File: src/rtl/corr_branch_pred.sv
module corr_branch_pred #(
  parameter int M       = 2,
  parameter int N       = 2,
  parameter int ENTRIES = 16,
  parameter int PC_W    = 32
) (
  input  logic            clk,
  input  logic            rst_n,
  input  logic [PC_W-1:0] lk_pc,
  output logic            lk_taken,
  input  logic            tr_valid,
  input  logic [PC_W-1:0] tr_pc,
  input  logic            tr_taken
);
  localparam int RW   = $clog2(ENTRIES);
  localparam int IW   = RW + M;
  localparam int SLOTS = ENTRIES << M;
  localparam logic [N-1:0] CMAX = '1;

  logic [M-1:0] hist;
  logic [N-1:0] ctr [SLOTS];

  wire [IW-1:0] lk_idx = {lk_pc[RW+1:2], hist};
  wire [IW-1:0] tr_idx = {tr_pc[RW+1:2], hist};
  wire [N-1:0]  tr_cur = ctr[tr_idx];

  assign lk_taken = ctr[lk_idx][N-1];

  always_ff @(posedge clk) begin
    if (!rst_n) begin
      hist <= '0;
      for (int i = 0; i < SLOTS; i++) ctr[i] <= '0;
    end else if (tr_valid) begin
      hist <= M'({hist, tr_taken});
      if (tr_taken && tr_cur != CMAX)      ctr[tr_idx] <= tr_cur + 1'b1;
      else if (!tr_taken && tr_cur != '0)  ctr[tr_idx] <= tr_cur - 1'b1;
    end
  end

  p_hist_shift_r3: assert property (@(posedge clk) disable iff (!rst_n)
    tr_valid |=> hist == M'({$past(hist), $past(tr_taken)}));

  p_hist_hold_r3: assert property (@(posedge clk) disable iff (!rst_n)
    !tr_valid |=> $stable(hist));

  p_ctr_up_r6: assert property (@(posedge clk) disable iff (!rst_n)
    tr_valid && tr_taken |=> ctr[$past(tr_idx)] >= $past(tr_cur));

  p_ctr_down_r7: assert property (@(posedge clk) disable iff (!rst_n)
    tr_valid && !tr_taken |=> ctr[$past(tr_idx)] <= $past(tr_cur));

  p_ctr_top_r6: assert property (@(posedge clk) disable iff (!rst_n)
    tr_valid && tr_taken && tr_cur == CMAX |=> ctr[$past(tr_idx)] == CMAX);

  p_ctr_floor_r7: assert property (@(posedge clk) disable iff (!rst_n)
    tr_valid && !tr_taken && tr_cur == '0 |=> ctr[$past(tr_idx)] == '0);
endmodule

File: config.mk
export PLATFORM = sky130hd
export DESIGN_NAME = corr_branch_pred
export DESIGN_NICKNAME = d
export VERILOG_FILES = /design/src/rtl/corr_branch_pred.sv
export SDC_FILE = /design/constraint.sdc
export NUM_CORES = 1
export LEC_CHECK = 0
export BUFFER_PORTS_ARGS = -buffer_cell sky130_fd_sc_hd__buf_2
export CORE_AREA = 5 5 121 123
export DETAILED_ROUTE_END_ITERATION = 16
export DIE_AREA = 0 0 126 128
export GPL_TIMING_DRIVEN = 0
export PLACE_DENSITY = 0.74
export SYNTH_ARGS = -nofsm -noshare
export SYNTH_HDL_FRONTEND = slang
export SYNTH_SLANG_ARGS = --single-unit
export TNS_END_PERCENT = 50
File: constraint.sdc
create_clock -name clk -period 4 [get_ports clk]
set_input_delay 0 -clock clk [delete_from_list [all_inputs] [get_ports clk]]
set_output_delay 0 -clock clk [all_outputs]
set_load 0.05 [all_outputs]
==> results.ini <==
[finish]
drive_above_1_share=0.195
final_area_um2=8220
n_antenna_cell=0
fin_nets=747
fillers=1085
synthToLayoutAreaGrowth_pct=13.5

[place]
routabilityCongestion=1.07
dp_slack_ns=-0.447
place_hpwl_um=17400
dpl_cell_area_um2=7510
io_buffers=9

[timing]
relSlewSlack=-0.0162
setup_slack_ns=-0.0563
rsz0062_at_grt=no
fin_crit_sh=1.01
final_max_slew_viol_count=10
hold_viol_final=0
finalClockSkew_ns=0.00964
fmax_ghz=0.247
setup_viol=10
tns_ns=-0.349
min_period_ns=4.06
tightest_slew_ns=1.51

[critical_path]
max_stage_delay_ns=1.24
startpoint_type=flop
path_cells=clkbuf_4, buf_2, clkbuf_4, clkbuf_1, nor3_1, nand2_1, nor2_1
critPathCaptureType=flop
cp.arrival_ns=4.33
crit_type=flop to flop
critPathTopFamily=simple AND/OR/NAND/NOR gates
cp_common_cell=clkbuf_4
reg2reg_slack_ns=-0.06
cp_num_buf_inv=4
crit_required_ns=4.28
cp_slowest_cell=nor3_1
cp_max_fo=10

[worst_hold_path]
holdCritPathClass=primary input to flop

[global_routing]
grt_pass1_wl_um=37200
grt.overflow.total=0
globalRouteTotalUtil=0.322
grt_pass1_vias=5883
antenna_found_initial=0
grt_max_degree=17

[die]
die_w_um=126
core_um2=13600
start_util=0.534
fp.dieH_um=128
io_pins=69
die-area_um2=16100
rows=43

[cts]
clk_latency_ns=0.44
htree_levels=4
path_clk_slew_ns=0.06
clock-root-buffer=clkbuf_16
cts_buffers=17
cts_sinks=130
cts_tree=built
clock_path_buffers=2

[logic_synthesis]
ys.flop_type=edfxtp_1
synth-xor-area-share=0.00121
avgSynthCellArea_um2=11.2
yosys.area_share.simple=0.212
synth-edff-count=128
synth-seq-cells=130
synth.area.mux_share=0.107
ys_types=58
synth_nets=717
synth_top_family_by_area=simple AND/OR/NAND/NOR gates
synth_compound_area_frac=0.0874
netlist_area_um2=7240
synth-seq-area-share=0.536
synthArstFlopShare=0
yosysWarnings=0
synthCells=649
synth_fa_ha_area_frac=0

[routing]
first_pass_iters=11
antenna_left=0
drt_iter0_markers=1151
wl_per_cell_um=29.6
routed_wl_um=25800
drc_errors=0
via_per_inst=7.15
vias=6234

[pwr]
leakagePower_nw=2.58
p_seq_frac=0.410
p_per_area_nw_per_um2=462
pwr-share-comb=0.139
netSwitchingFraction=0.264
p_int_w=0.00280
switchingPower_w=0.00100
pwr-share-clk=0.451
ir_drop_v=0.000308

[status]
violations=capacitance limit, slew limit, setup timing
status=finished, violations left

[job]
max_cap_viol_count=2

[layout make-up]
cell class | count | area (um^2) | area share
flip-flops and latches | 130 | 3880 | 0.473
multi-input cells | 441 | 2990 | 0.364
clock buffers | 18 | 429 | 0.0522
plain buffers | 76 | 407 | 0.0495
well taps | 180 | 225 | 0.0274
clock inverters | 14 | 213 | 0.0259
repair buffers | 11 | 62.6 | 0.00761
inverters | 2 | 11.3 | 0.00137
[cell usage in the layout (no fill, tap or decap), drive strengths merged, types with 3 or more instances in the layout]
master / instances
or3b: 4
o21ai: 70
nor4: 66
nand2b: 4
clkinv: 6
nand3b: 3
or3: 3
nor3b: 7
clkinvlp: 4
a221oi: 3
a22oi: 5
mux2: 14
nor3: 6
nor2b: 5
mux2i: 16
a21oi: 12
buf: 42
clkbuf: 62
nor2: 73
mux4: 20
nand3: 68
nand2: 22
and2: 3
or2: 9
edfxtp: 128
and3: 6
bufinv: 5
[kinds of logic (layout without fill, tap and decap cells)]
logic type,count (synthesis),count (layout)
and+or+nand+nor,283,283
DFF,130,130
AOI/OAI and AO/OA,107,107
buffers and inverters,78,121
muxes,50,50
xor gates and xnor gates,1,1
[cells in the mapped netlist (all sizes together) (7+ instances only)]
cell | instances | share of area
o21ai | 70 | 0.049
nand2 | 22 | 0.011
or2 | 9 | 0.0078
a21oi | 12 | 0.0098
nor3b | 7 | 0.0093
clkbuf | 43 | 0.023
nor4 | 66 | 0.063
mux2 | 14 | 0.022
edfxtp | 128 | 0.53
mux4 | 20 | 0.062
mux2i | 16 | 0.022
buf | 33 | 0.032
nand3 | 68 | 0.047
nor2 | 73 | 0.038
[per-stage QoR]
stage	hold WS, ns	power, W	util	instances
final	0.260	0.00380	0.606	872
after global routing	0.212	0.00386	0.606	872
after CTS	0.210	0.00375	0.604	871
after detailed placement	0.384	0.00207	0.554	838
after global placement	0.370	0.00206	0.554	838
after floorplan	0.170	0.00190	-	649
[registers in the layout, indices dropped and copies added, names as in the netlist]
| name | flops |
|---|---|
| hist | 2 |
| ctr | 128 |
[per-layer routing]
metal / vias up / track usage / routed length (um)
li1: 2563 / - / -
met1: 2929 / 0.419 / 9100
met2: 582 / 0.485 / 11200
met3: 160 / 0.109 / 3920
met4: 0 / 0.164 / 1650
met5: - / 0 / 0
[power groups by stage]
stage                     Clock [W]  Combinational [W]  Sequential, W
after floorplan                   0           0.000323        0.00158
after global placement            0           0.000478        0.00158
after detailed placement          0           0.000487        0.00158
after CTS                   0.00170           0.000496        0.00156
after global routing        0.00177           0.000537        0.00156
final                       0.00171           0.000529        0.00156
[final timing paths]
path / cells past startpoint / to / from
setup / recovery: 7 / ctr[16][0] / hist[1]
hold / removal: 3 / hist[1] / rst_n
setup reg to reg: 7 / ctr[16][0] / hist[1]
hold reg to reg: 6 / hist[0] / hist[0]
[worst min-delay path: cells and delay by family]
| family | cells | cell delay (ns) |
|---|---|---|
| buffers and inverters | 2 | 0.42 |
| and+or+nand+nor | 1 | 0.23 |
[timing repair]
item / in CTS / in global routing
hold buffers: 1 / 0
endpoints found under the hold margin: 1 / 0
setup endpoints to repair: 228 / 142
gates resized for setup: 5 / 12
pin swaps: 0 / 1
buffers inserted: 0 / 1
Note: power is estimated with default switching activity, not from simulation.
